[src/rtl/tdma_pkg.sv]
package tdma_pkg;
  localparam int DW = 32;

  typedef enum logic [2:0] {
    ST_IDLE,
    ST_CHECK,
    ST_CHUNK,
    ST_TBL,
    ST_GET,
    ST_PUT,
    ST_FIN
  } eng_state_t;
endpackage

[src/rtl/tdma_regs.sv]
module tdma_regs
  import tdma_pkg::*;
#(
  parameter int NCH = 8,
  localparam int CH_W = $clog2(NCH),
  localparam int AW = CH_W + 3
) (
  input  logic            clk,
  input  logic            rst,
  input  logic            cfg_we,
  input  logic [AW-1:0]   cfg_addr,
  input  logic [DW-1:0]   cfg_wdata,
  output logic [DW-1:0]   cfg_rdata,
  input  logic [CH_W-1:0] eng_ch,
  input  logic            eng_clr,
  input  logic            eng_memerr,
  input  logic            eng_tc,
  input  logic [DW-1:0]   eng_sub,
  output logic            ch_en,
  output logic            ch_m2d,
  output logic [DW-1:0]   ch_addr,
  output logic [DW-1:0]   ch_count,
  output logic [DW-1:0]   tbl_base,
  output logic [DW-1:0]   tbl_limit
);
  localparam logic [1:0] F_CTRL = 2'd0;
  localparam logic [1:0] F_ADDR = 2'd1;
  localparam logic [1:0] F_CNT  = 2'd2;
  localparam logic [1:0] G_BASE = 2'd0;
  localparam logic [1:0] G_LIM  = 2'd1;
  localparam logic [1:0] G_IRQ  = 2'd2;

  logic            in_ch;
  logic [CH_W-1:0] sel_ch;
  logic [1:0]      sel_f;
  logic            glob_ok;

  assign in_ch   = ~cfg_addr[AW-1];
  assign sel_ch  = cfg_addr[AW-2:2];
  assign sel_f   = cfg_addr[1:0];
  assign glob_ok = ~in_ch && (sel_ch == '0);

  logic [NCH-1:0] en_v, m2d_v, tc_v, me_v, ae_v;
  logic [DW-1:0]  addr_v [NCH];
  logic [DW-1:0]  cnt_v  [NCH];
  logic [NCH-1:0] irq_q;
  logic [DW-1:0]  base_q, lim_q;

  for (genvar g = 0; g < NCH; g++) begin : g_ch
    logic          en_q, m2d_q, tc_q, me_q, ae_q;
    logic [DW-1:0] addr_q, cnt_q;
    logic          hit_w, hit_e;

    assign hit_w = cfg_we && in_ch && (sel_ch == CH_W'(g));
    assign hit_e = (eng_ch == CH_W'(g));

    always_ff @(posedge clk) begin
      if (rst) begin
        en_q <= 1'b0; m2d_q <= 1'b0;
        tc_q <= 1'b0; me_q <= 1'b0; ae_q <= 1'b0;
        addr_q <= '0; cnt_q <= '0;
      end else begin
        if (hit_w) begin
          case (sel_f)
            F_CTRL: begin en_q <= cfg_wdata[0]; m2d_q <= cfg_wdata[1]; end
            F_ADDR: addr_q <= cfg_wdata;
            F_CNT:  cnt_q  <= cfg_wdata;
            default: ;
          endcase
        end
        if (eng_clr && hit_e) begin
          tc_q <= 1'b0; me_q <= 1'b0; ae_q <= 1'b0;
        end
        if (eng_memerr && hit_e) me_q <= 1'b1;
        if (eng_tc && hit_e) begin
          tc_q  <= 1'b1;
          cnt_q <= cnt_q - eng_sub;
        end
      end
    end

    assign en_v[g]   = en_q;
    assign m2d_v[g]  = m2d_q;
    assign tc_v[g]   = tc_q;
    assign me_v[g]   = me_q;
    assign ae_v[g]   = ae_q;
    assign addr_v[g] = addr_q;
    assign cnt_v[g]  = cnt_q;
  end

  always_ff @(posedge clk) begin
    if (rst) begin
      base_q <= '0;
      lim_q  <= '0;
      irq_q  <= '0;
    end else begin
      if (cfg_we && glob_ok && sel_f == G_BASE) base_q <= cfg_wdata;
      if (cfg_we && glob_ok && sel_f == G_LIM)  lim_q  <= cfg_wdata;
      irq_q <= (irq_q & ~((cfg_we && glob_ok && sel_f == G_IRQ) ? cfg_wdata[NCH-1:0] : '0))
             | (eng_memerr ? (NCH'(1) << eng_ch) : '0);
    end
  end

  always_ff @(posedge clk) begin
    if (rst) begin
      cfg_rdata <= '0;
    end else if (in_ch) begin
      case (sel_f)
        F_CTRL:  cfg_rdata <= {21'b0, ae_v[sel_ch], me_v[sel_ch], tc_v[sel_ch],
                               6'b0, m2d_v[sel_ch], en_v[sel_ch]};
        F_ADDR:  cfg_rdata <= addr_v[sel_ch];
        F_CNT:   cfg_rdata <= cnt_v[sel_ch];
        default: cfg_rdata <= '0;
      endcase
    end else if (glob_ok) begin
      case (sel_f)
        G_BASE:  cfg_rdata <= base_q;
        G_LIM:   cfg_rdata <= lim_q;
        G_IRQ:   cfg_rdata <= DW'(irq_q);
        default: cfg_rdata <= '0;
      endcase
    end else begin
      cfg_rdata <= '0;
    end
  end

  assign ch_en     = en_v[eng_ch];
  assign ch_m2d    = m2d_v[eng_ch];
  assign ch_addr   = addr_v[eng_ch];
  assign ch_count  = cnt_v[eng_ch];
  assign tbl_base  = base_q;
  assign tbl_limit = lim_q;

  AST_IRQ_ON_REJECT: assert property (@(posedge clk) disable iff (rst)
    eng_memerr |=> irq_q[$past(eng_ch)]);

  AST_SUB_CLAMPED: assert property (@(posedge clk) disable iff (rst)
    eng_tc |-> (eng_sub <= ch_count));
endmodule

[src/rtl/tdma_xlate.sv]
module tdma_xlate
  import tdma_pkg::*;
#(
  parameter int PAGE_BITS  = 12,
  parameter int ENTRY_BITS = 3,
  localparam int PAGE = 1 << PAGE_BITS
) (
  input  logic [DW-1:0] cur_addr,
  input  logic [DW-1:0] left,
  input  logic [DW-1:0] tbl_base,
  input  logic [DW-1:0] tbl_limit,
  output logic [DW-1:0] page_off,
  output logic          over_limit,
  output logic [DW-1:0] chunk_len,
  output logic [DW-1:0] entry_addr
);
  logic [DW-1:0] idx, room;

  always_comb begin
    page_off   = DW'(cur_addr[PAGE_BITS-1:0]);
    idx        = cur_addr >> PAGE_BITS;
    over_limit = idx >= (tbl_limit >> ENTRY_BITS);
    room       = DW'(PAGE) - page_off;
    chunk_len  = (room < left) ? room : left;
    entry_addr = tbl_base + (idx << ENTRY_BITS);
  end
endmodule

[src/rtl/tdma_ctrl.sv]
module tdma_ctrl
  import tdma_pkg::*;
#(
  parameter int NCH = 8,
  parameter int LEN_W = 16,
  parameter int PAGE_BITS = 12,
  localparam int CH_W = $clog2(NCH)
) (
  input  logic             clk,
  input  logic             rst,
  input  logic             req_valid,
  output logic             req_ready,
  input  logic [CH_W-1:0]  req_ch,
  input  logic             req_to_mem,
  input  logic [LEN_W-1:0] req_len,
  output logic             done,
  output logic [CH_W-1:0]  eng_ch,
  output logic             eng_clr,
  output logic             eng_memerr,
  output logic             eng_tc,
  output logic [DW-1:0]    eng_sub,
  input  logic             ch_en,
  input  logic             ch_m2d,
  input  logic [DW-1:0]    ch_addr,
  input  logic [DW-1:0]    ch_count,
  output logic [DW-1:0]    cur_addr,
  output logic [DW-1:0]    left,
  input  logic [DW-1:0]    xl_off,
  input  logic             xl_over,
  input  logic [DW-1:0]    xl_chunk,
  input  logic [DW-1:0]    xl_entry,
  output logic             mem_valid,
  output logic             mem_write,
  output logic [DW-1:0]    mem_addr,
  output logic [3:0]       mem_be,
  output logic [DW-1:0]    mem_wdata,
  input  logic [DW-1:0]    mem_rdata,
  input  logic             mem_ready,
  input  logic             dev_in_valid,
  output logic             dev_in_ready,
  input  logic [7:0]       dev_in_data,
  output logic             dev_out_valid,
  input  logic             dev_out_ready,
  output logic [7:0]       dev_out_data
);
  eng_state_t       st;
  logic [CH_W-1:0]  ch_q;
  logic             to_mem_q, rej_q;
  logic [LEN_W-1:0] len_q;
  logic [DW-1:0]    clamp_q, cur_q, left_q, chunk_q, phys_q, ent_q;
  logic [7:0]       byte_q, lane_b;
  logic             reject, step;
  logic [DW-1:0]    len_x, clamp_n;

  assign reject  = !ch_en || (to_mem_q == ch_m2d);
  assign len_x   = DW'(len_q);
  assign clamp_n = (len_x > ch_count) ? ch_count : len_x;
  assign step    = (st == ST_PUT) && (to_mem_q ? mem_ready : dev_out_ready);

  always_comb begin
    case (phys_q[1:0])
      2'd0:    lane_b = mem_rdata[7:0];
      2'd1:    lane_b = mem_rdata[15:8];
      2'd2:    lane_b = mem_rdata[23:16];
      default: lane_b = mem_rdata[31:24];
    endcase
  end

  always_ff @(posedge clk) begin
    if (rst) begin
      st <= ST_IDLE;
      ch_q <= '0; to_mem_q <= 1'b0; rej_q <= 1'b0; len_q <= '0;
      clamp_q <= '0; cur_q <= '0; left_q <= '0; chunk_q <= '0;
      phys_q <= '0; ent_q <= '0; byte_q <= '0;
    end else begin
      case (st)
        ST_IDLE: if (req_valid) begin
          ch_q     <= req_ch;
          to_mem_q <= req_to_mem;
          len_q    <= req_len;
          st       <= ST_CHECK;
        end
        ST_CHECK: begin
          if (reject) begin
            rej_q <= 1'b1;
            st    <= ST_FIN;
          end else begin
            rej_q   <= 1'b0;
            clamp_q <= clamp_n;
            left_q  <= clamp_n;
            cur_q   <= ch_addr;
            st      <= ST_CHUNK;
          end
        end
        ST_CHUNK: begin
          if (left_q == '0 || xl_over) begin
            st <= ST_FIN;
          end else begin
            chunk_q <= xl_chunk;
            ent_q   <= xl_entry;
            st      <= ST_TBL;
          end
        end
        ST_TBL: if (mem_ready) begin
          phys_q <= mem_rdata + xl_off;
          st     <= ST_GET;
        end
        ST_GET: begin
          if (to_mem_q) begin
            if (dev_in_valid) begin
              byte_q <= dev_in_data;
              st     <= ST_PUT;
            end
          end else if (mem_ready) begin
            byte_q <= lane_b;
            st     <= ST_PUT;
          end
        end
        ST_PUT: if (step) begin
          phys_q  <= phys_q + 1'b1;
          cur_q   <= cur_q + 1'b1;
          left_q  <= left_q - 1'b1;
          chunk_q <= chunk_q - 1'b1;
          st      <= (chunk_q == DW'(1)) ? ST_CHUNK : ST_GET;
        end
        ST_FIN:  st <= ST_IDLE;
        default: st <= ST_IDLE;
      endcase
    end
  end

  assign req_ready     = (st == ST_IDLE);
  assign done          = (st == ST_FIN);
  assign eng_ch        = ch_q;
  assign eng_clr       = (st == ST_CHECK);
  assign eng_memerr    = (st == ST_CHECK) && reject;
  assign eng_tc        = (st == ST_FIN) && !rej_q;
  assign eng_sub       = clamp_q;
  assign cur_addr      = cur_q;
  assign left          = left_q;
  assign mem_valid     = (st == ST_TBL) || (st == ST_GET && !to_mem_q)
                       || (st == ST_PUT && to_mem_q);
  assign mem_write     = (st == ST_PUT) && to_mem_q;
  assign mem_addr      = (st == ST_TBL) ? ent_q : phys_q;
  assign mem_be        = mem_write ? (4'b0001 << phys_q[1:0]) : 4'b1111;
  assign mem_wdata     = {4{byte_q}};
  assign dev_in_ready  = (st == ST_GET) && to_mem_q;
  assign dev_out_valid = (st == ST_PUT) && !to_mem_q;
  assign dev_out_data  = byte_q;

  AST_REJECT_ENDS: assert property (@(posedge clk) disable iff (rst)
    eng_memerr |=> (done && !eng_tc && !mem_valid));

  AST_STAY_IN_PAGE: assert property (@(posedge clk) disable iff (rst)
    (step && chunk_q != DW'(1)) |=>
      (cur_q[DW-1:PAGE_BITS] == $past(cur_q[DW-1:PAGE_BITS])));

  AST_MEM_HOLD: assert property (@(posedge clk) disable iff (rst)
    (mem_valid && !mem_ready) |=>
      (mem_valid && $stable(mem_addr) && $stable(mem_write)));

  AST_LIMIT_RESPECTED: assert property (@(posedge clk) disable iff (rst)
    (st == ST_TBL) |-> !xl_over);

  AST_DONE_SINGLE: assert property (@(posedge clk) disable iff (rst)
    done |=> !done);
endmodule

[src/rtl/tdma_engine.sv]
module tdma_engine
  import tdma_pkg::*;
#(
  parameter int NCH        = 8,
  parameter int LEN_W      = 16,
  parameter int PAGE_BITS  = 12,
  parameter int ENTRY_BITS = 3,
  localparam int CH_W = $clog2(NCH),
  localparam int AW   = CH_W + 3
) (
  input  logic             clk,
  input  logic             rst,
  input  logic             cfg_we,
  input  logic [AW-1:0]    cfg_addr,
  input  logic [31:0]      cfg_wdata,
  output logic [31:0]      cfg_rdata,
  input  logic             req_valid,
  output logic             req_ready,
  input  logic [CH_W-1:0]  req_ch,
  input  logic             req_to_mem,
  input  logic [LEN_W-1:0] req_len,
  output logic             done,
  output logic             mem_valid,
  output logic             mem_write,
  output logic [31:0]      mem_addr,
  output logic [3:0]       mem_be,
  output logic [31:0]      mem_wdata,
  input  logic [31:0]      mem_rdata,
  input  logic             mem_ready,
  input  logic             dev_in_valid,
  output logic             dev_in_ready,
  input  logic [7:0]       dev_in_data,
  output logic             dev_out_valid,
  input  logic             dev_out_ready,
  output logic [7:0]       dev_out_data
);
  logic [CH_W-1:0] eng_ch;
  logic            eng_clr, eng_memerr, eng_tc;
  logic [DW-1:0]   eng_sub, ch_addr, ch_count, tbl_base, tbl_limit;
  logic            ch_en, ch_m2d;
  logic [DW-1:0]   cur_addr, left, xl_off, xl_chunk, xl_entry;
  logic            xl_over;

  tdma_regs #(.NCH(NCH)) u_regs (
    .clk, .rst, .cfg_we, .cfg_addr, .cfg_wdata, .cfg_rdata,
    .eng_ch, .eng_clr, .eng_memerr, .eng_tc, .eng_sub,
    .ch_en, .ch_m2d, .ch_addr, .ch_count, .tbl_base, .tbl_limit
  );

  tdma_xlate #(.PAGE_BITS(PAGE_BITS), .ENTRY_BITS(ENTRY_BITS)) u_xlate (
    .cur_addr, .left, .tbl_base, .tbl_limit,
    .page_off(xl_off), .over_limit(xl_over),
    .chunk_len(xl_chunk), .entry_addr(xl_entry)
  );

  tdma_ctrl #(.NCH(NCH), .LEN_W(LEN_W), .PAGE_BITS(PAGE_BITS)) u_ctrl (
    .clk, .rst, .req_valid, .req_ready, .req_ch, .req_to_mem, .req_len, .done,
    .eng_ch, .eng_clr, .eng_memerr, .eng_tc, .eng_sub,
    .ch_en, .ch_m2d, .ch_addr, .ch_count,
    .cur_addr, .left, .xl_off, .xl_over, .xl_chunk, .xl_entry,
    .mem_valid, .mem_write, .mem_addr, .mem_be, .mem_wdata, .mem_rdata, .mem_ready,
    .dev_in_valid, .dev_in_ready, .dev_in_data,
    .dev_out_valid, .dev_out_ready, .dev_out_data
  );
endmodule

[config.mk]
export PLATFORM = sky130hd
export DESIGN_NAME = tdma_engine
export DESIGN_NICKNAME = d
export VERILOG_FILES = /design/src/rtl/tdma_pkg.sv /design/src/rtl/tdma_regs.sv /design/src/rtl/tdma_xlate.sv /design/src/rtl/tdma_ctrl.sv /design/src/rtl/tdma_engine.sv
export SDC_FILE = /design/constraint.sdc
export NUM_CORES = 2
export LEC_CHECK = 0
export BUFFER_PORTS_ARGS = -buffer_cell sky130_fd_sc_hd__buf_2
export CAP_MARGIN = 20
export CELL_PAD_IN_SITES_DETAIL_PLACEMENT = 0
export CELL_PAD_IN_SITES_GLOBAL_PLACEMENT = 1
export CORE_MARGIN = 2
export CORE_UTILIZATION = 48
export DETAILED_ROUTE_END_ITERATION = 10
export PLACE_DENSITY = 0.92
export SLEW_MARGIN = 20
export SYNTH_ARGS = -nofsm -noshare
export SYNTH_HDL_FRONTEND = slang
export SYNTH_SLANG_ARGS = --single-unit
[constraint.sdc]
create_clock -name clk -period 4.9 [get_ports clk]
set_input_delay 0.98 -clock clk [delete_from_list [all_inputs] [get_ports clk]]
set_output_delay 0.98 -clock clk [all_outputs]
set_load 0.05 [all_outputs]
# After elaboration in Yosys (flattened, before gate mapping)
# Memories as Yosys holds them, arrays and structs flattened.
# Index checks and enable logic that the tools add are counted.
[totals]
romBits = 8
memories = 1
reg_bits = 872
out_inout_bits = 114
[memory_table]
columns = ["name", "words", "word_bits", "read_ports", "rd_clocked_by_memory_dff", "write_ports", "line_no", "rtl"]
rows = [
  ["(no name shown)", 8, 1, 1, 0, 0, "tdma_regs.sv:109", "F_CTRL: cfg_rdata <= {21'b0, ae_v[sel_ch], me_v[sel_ch], tc_v[sel_ch],"],
]
[op_classes]
n_reduce_logical = 126
n_addsub = 15
n_bitwise = 8
shift = 2
magnitude_cmp = 7
n_mux = 104
n_eq_ne = 34
[op_table]
columns = ["op", "n"]
rows = [
  ["two-way mux 32 bit", 38],
  ["binary-select mux 32 bit (select 3 bit)", 4],
  ["case mux 32 bit (2 select lines)", 4],
  ["subtractor 32 bit", 8],
  ["case mux 32 bit (3 select lines)", 2],
  ["nonzero test 2 bit", 36],
  ["adder 32 x 1 -> 32 bit (second input constant)", 2],
  ["subtractor 32 x 1 -> 32 bit (second input constant)", 2],
  ["AND reduction 2 bit", 27],
  ["logical AND 1 bit", 45],
  ["two-way mux 8 bit", 5],
  ["equality test 3 bit (second input constant)", 11],
  ["two-way mux 1 bit", 33],
  ["adder 32 x 12 -> 32 bit", 1],
  ["adder 32 x 23 -> 32 bit", 1],
  ["equality test 32 x 1 -> 1 bit (second input constant)", 1],
  ["> comparator 16 x 32 -> 1 bit", 1],
  ["logical NOT 32 bit", 1],
  ["< comparator 32 bit", 1],
  ["greater-or-equal comparator 20 x 29 -> 1 bit", 1],
  ["two-way mux 3 bit", 9],
  ["case mux 8 bit (3 select lines)", 1],
  ["binary-select mux 1 bit (select 3 bit)", 6],
  ["equality test 3 x 2 -> 1 bit (second input constant)", 6],
  ["26 further kinds", 50],
]

# Logic depth before layout (Yosys ltp)
[depth]
word_depth = 8
ltp_mapped = 20
ltp_nobuf = 17

# Cells and area by module
# From an unflattened synthesis, not the netlist that was laid out.
[unflattened]
cells_unflattened = 7713
hier_area_um2 = 63091.8
[by_module_without_submodules]
columns = ["module", "area_per_inst_um2", "n_inst", "cells_each"]
rows = [
  ["tdma_regs", 46138.0, 1, 5348],
  ["tdma_ctrl", 14068.5, 1, 1970],
  ["tdma_xlate", 2885.3, 1, 395],
]

# Least setup slack after synthesis
# No wires, ideal clock.
[synth_path]
path_type = "register to register"
start = "reg u_ctrl.ch_q[0], in the netlist u_ctrl.eng_ch[0]"
end = "reg u_ctrl.left_q[0], in the netlist u_ctrl.left[0]"
period_less_slack_ps = 3745
arrival_ps = 3612
setup_ps = 134
slack_ps = 1155
path_stages_with_launch = 17
path_cell_list = "dfxtp_1 > buf_4 > buf_2 > buf_2 > mux4_2 > mux2i_1 > ha_1 > a21o_1 > a21o_1 > a21oi_1 > o21a_1 > o221ai_1 > nand3_1 > buf_2 > buf_2 > mux2i_1 > o22ai_1"
[synth_via]
elab_chain_len = 8
word_cells_on_any_way = 17
[synth_rtl]
columns = ["element", "line_no", "rtl"]
rows = [
  ["start: declaration", "tdma_ctrl.sv:47", "logic [CH_W-1:0] ch_q;"],
  ["start signal: assignment", "tdma_ctrl.sv:78", "ch_q <= req_ch;"],
  ["inverter 3 -> 4 bit (implied by the code)", "tdma_regs.sv:130", "assign ch_count = cnt_v[eng_ch];"],
  ["binary-select mux 32 bit (select 3 bit)", "tdma_regs.sv:130", ""],
  ["two-way mux 32 bit (implied by the code) (2 in series)", "tdma_regs.sv:130", ""],
  ["> comparator 16 x 32 -> 1 bit", "tdma_ctrl.sv:57", "assign clamp_n = (len_x > ch_count) ? ch_count : len_x;"],
  ["two-way mux 32 bit", "tdma_ctrl.sv:57", ""],
  ["two-way mux 32 bit", "tdma_ctrl.sv:84", "if (reject) begin"],
  ["case mux 32 bit (2 select lines)", "tdma_ctrl.sv:76", "case (st)"],
  ["end signal: assignment", "tdma_ctrl.sv:90", "left_q <= clamp_n;"],
  ["end signal: assignment", "tdma_ctrl.sv:122", "left_q <= left_q - 1'b1;"],
  ["end: declaration", "tdma_ctrl.sv:50", "logic [DW-1:0] clamp_q, cur_q, left_q, chunk_q, phys_q, ent_q;"],
]
# Parallel ways exist; a longest one is shown, timed or not. The select of a mux whose other input is x is not followed.
# A chain may end at the register's enable or synchronous reset.

# Worst setup path in the final report
[layout_path]
start = "reg u_ctrl.st[1]"
end = "out mem_addr[19]"
[layout_via]
elab_chain_len = 2
[layout_rtl]
columns = ["element", "line_no", "rtl"]
rows = [
  ["start: declaration", "tdma_ctrl.sv:46", "eng_state_t st;"],
  ["start signal: assignment", "tdma_ctrl.sv:124", "st <= (chunk_q == DW'(1)) ? ST_CHUNK : ST_GET;"],
  ["equality test 3 x 2 -> 1 bit", "tdma_ctrl.sv:144", "assign mem_addr = (st == ST_TBL) ? ent_q : phys_q;"],
  ["two-way mux 32 bit", "tdma_ctrl.sv:144", ""],
  ["end: declaration", "tdma_engine.sv:25", "output logic [31:0] mem_addr,"],
]
# Every way passes these cells.

==> flow_metrics.tcl <==
set metrics [dict create \
    async_flop_share_pct 0 \
    ys_warn_count 0 \
    worstMarginPinSlew_ns 1.18 \
    drc 64 \
    ctsResizeCount 0 \
    ioPinCount 219 \
    drt-pass1-iter-count 11 \
    wl_per_cell_um 24.8 \
    root_buffer "clkbuf_16" \
    clk_pin_slew_ns 0.06 \
    dieHeight_um 357 \
    syn_area_mm2 0.0599 \
    finalCritPeriodShare_pct 84.2 \
    leakagePower_nw 25.5 \
    layout-drive-gt1-share_pct 11.8 \
    crit_slowest_cell "and2_1" \
    fin_nets 7823 \
    violations "design-rule violations" \
    antenna_found_initial 15 \
    postCtsSetupBuffers 0 \
    worstSetupStartpointType "register" \
    start_util_pct 48.4 \
    hold_ws_ns 0.454 \
    power.density_mw_per_mm2 333 \
    place_congestion 0.992 \
    grt_pass1_vias 54200 \
    drtAntennaViolNets 0 \
    vias 59000 \
    max-cap-violations 0 \
    cp.arrival_ns 3.15 \
    numPortBuffers 218 \
    rows 129 \
    critPathMaxFanout 24 \
    synthToLayoutAreaGrowth_pct 9.42 \
    core-area_mm2 0.124 \
    worstPathCellList "buf_4 > nor2b_1 > and2_1 > buf_4 > nand2_1 > nand2_1 > buf_2" \
    synth_edf_count 0 \
    synthCells 7476 \
    status "complete, but fails checks" \
    cts_buffers 101 \
    drv_slew 0 \
    clk_latency_ns 0.74 \
    worst_setup_path_end_kind "output pin" \
    cts_tree "built" \
    max_freq_ghz 0.242 \
    final_util_pct 52.9 \
    numClockSinks 872 \
    gr-total-overflow 0 \
    synthDominantCellAreaShare_pct 29.2 \
    grt_usage_pct 34.2 \
    crit_required_ns 3.92 \
    grt_max_degree 192 \
    synth_nets 7929 \
    fin_skew_ns 0.0565 \
    grt_pass1_wl_um 337000 \
    ys.flop_type "dfxtp_1" \
    hold_class "reg -> reg" \
    clockBufferDepth 3 \
    yosysUniqueCellTypes 107 \
    ys_ff_latch 872 \
    synthTopCellsByArea "dfxtp_1, nand2_1, mux4_2" \
    critPathMaxStageDelay_ns 0.81 \
    vdd_ir_drop_max_mv 0.342 \
    ys_seq_area_share_pct 29.2 \
    post-dp-hpwl_um 160000 \
    hold_buffers 0 \
    rsz0062_at_grt "false" \
    vias_per_cell 6.48 \
    dieArea_mm2 0.128 \
    min_period_ns 4.13 \
    yosys.area.top_type "dfxtp_1" \
    syn_avg_cell_area_um2 8.01 \
    power_w 0.0218 \
    drtIter0Drc 7665 \
    slew_headroom_pct 21.6 \
    path_class "reg -> out" \
    setup_violations 0 \
    fin_ws_ns 0.774 \
    die_w_um 357 \
    top_regs "u_regs.g_ch.addr_q (256), u_regs.g_ch.cnt_q (256)" \
    dp_slack_ns 0.877 \
    hold_viol 0 \
    clock_tree.htree_level_count 3 \
    routed_wl_um 225000 \
    tns_ns 0 \
]
## synthesized netlist by cell type (25+ instances only)
master and number:
a211oi_1 159, a21o_1 163, a21oi_1 855, a221oi_1 32
a311oi_1 111, a31oi_1 47, and2_1 25, and3_1 77
buf_1 37, buf_2 55, buf_4 43, clkbuf_1 420
dfxtp_1 872, ha_1 338, inv_1 165, mux2_2 25
mux2i_1 236, mux4_2 240, nand2_1 1490, nand2b_1 50
nand3_1 152, nand4_1 42, nor2_1 490, nor2b_1 58
nor3_1 127, nor4_1 50, o211ai_1 35, o21a_1 55
o21ai_0 316, o21bai_1 33, o22a_1 37, o22ai_1 52
o31ai_1 29, or3_1 25, xnor2_1 156, xor2_1 98
## report_power, final
part	internal (W)	leakage (nW)	switching, W
registers	0.00730	7.03	0.000362
logic	0.00211	16.8	0.00390
clock network	0.00471	1.70	0.00343
total	0.0141	25.5	0.00769
## worst paths after layout
| kind | start | cells after the start | to | slack (ns) |
|---|---|---|---|---|
| setup / recovery | u_ctrl.st[1] | 7 | mem_addr[19] | 0.77 |
| hold / removal | u_ctrl.ent_q[19] | 2 | u_ctrl.ent_q[19] | 0.45 |
| setup reg to reg | u_ctrl.eng_ch[0] | 11 | u_ctrl.left[15] | 0.87 |
| hold reg to reg | u_ctrl.ent_q[19] | 2 | u_ctrl.ent_q[19] | 0.45 |
## cells in the final DEF (no fill, tap or decap), types with 29 or more instances in the layout
cell type	n
nand2b_1	50
nand4_1	42
ha_1	338
o21ai_0	316
o31ai_1	29
nand2_1	1489
mux2i_1	236
xnor2_1	156
nor2b_1	58
o22ai_1	52
inv_1	164
o21a_1	55
buf_4	122
a311oi_1	111
a211oi_1	159
dfxtp_1	870
o22a_1	37
mux4_2	240
nor3_1	125
clkbuf_16	101
buf_2	214
a21o_1	163
o211ai_1	35
nor4_1	50
nand3_1	149
o21bai_1	33
a221oi_1	32
nor2_1	470
and3_1	77
a31oi_1	47
a21oi_1	855
xor2_1	98
## cell type report
cell class / count / area, µm²
antenna: 14 / 35.0
clock buffer: 134 / 2810
clock inverter: 54 / 738
fill: 11500 / 58300
inverter: 168 / 631
multi-input combinational: 5877 / 39500
sequential: 872 / 17500
tap: 1637 / 2050
timing repair buffer: 350 / 2240
## critical path: cells and delay by family, from the launching register on
family                 cells  cell delay, ns
buffers and inverters      3            0.78
DFF                        1            0.41
and+or+nand+nor            4            1.23
## kinds of logic (layout without fill, tap and decap cells)
logic type | count (synthesis) | after routing | share of synthesized area, %
AOI/OAI and AO/OA | 2101 | 2101 | 22.0
xor gates and xnor gates | 254 | 254 | 3.72
adders and majority gates | 348 | 348 | 7.40
buffers and inverters | 727 | 706 | 5.00
DFF | 872 | 872 | 29.2
muxes | 501 | 501 | 13.4
other | 0 | 14 | 0
and+or+nand+nor | 2673 | 2673 | 19.3
## per-layer routing
layer  GRT usage [%]  wire, µm  share of wire, %
met1            44.0     87700                39
met4            22.5     16400               7.3
met5               0        78             0.035
met3            7.41     23700                11
met2            51.8     97500                43
## metrics by stage
step | instances | cell area (µm²)
after CTS | 9092 | 65500
final | 9106 | 65500
after floorplan | 7476 | 59900
after global placement | 8903 | 61900
after detailed placement | 8904 | 61900
after global routing | 9098 | 65500
(Power assumes the default switching activity.)
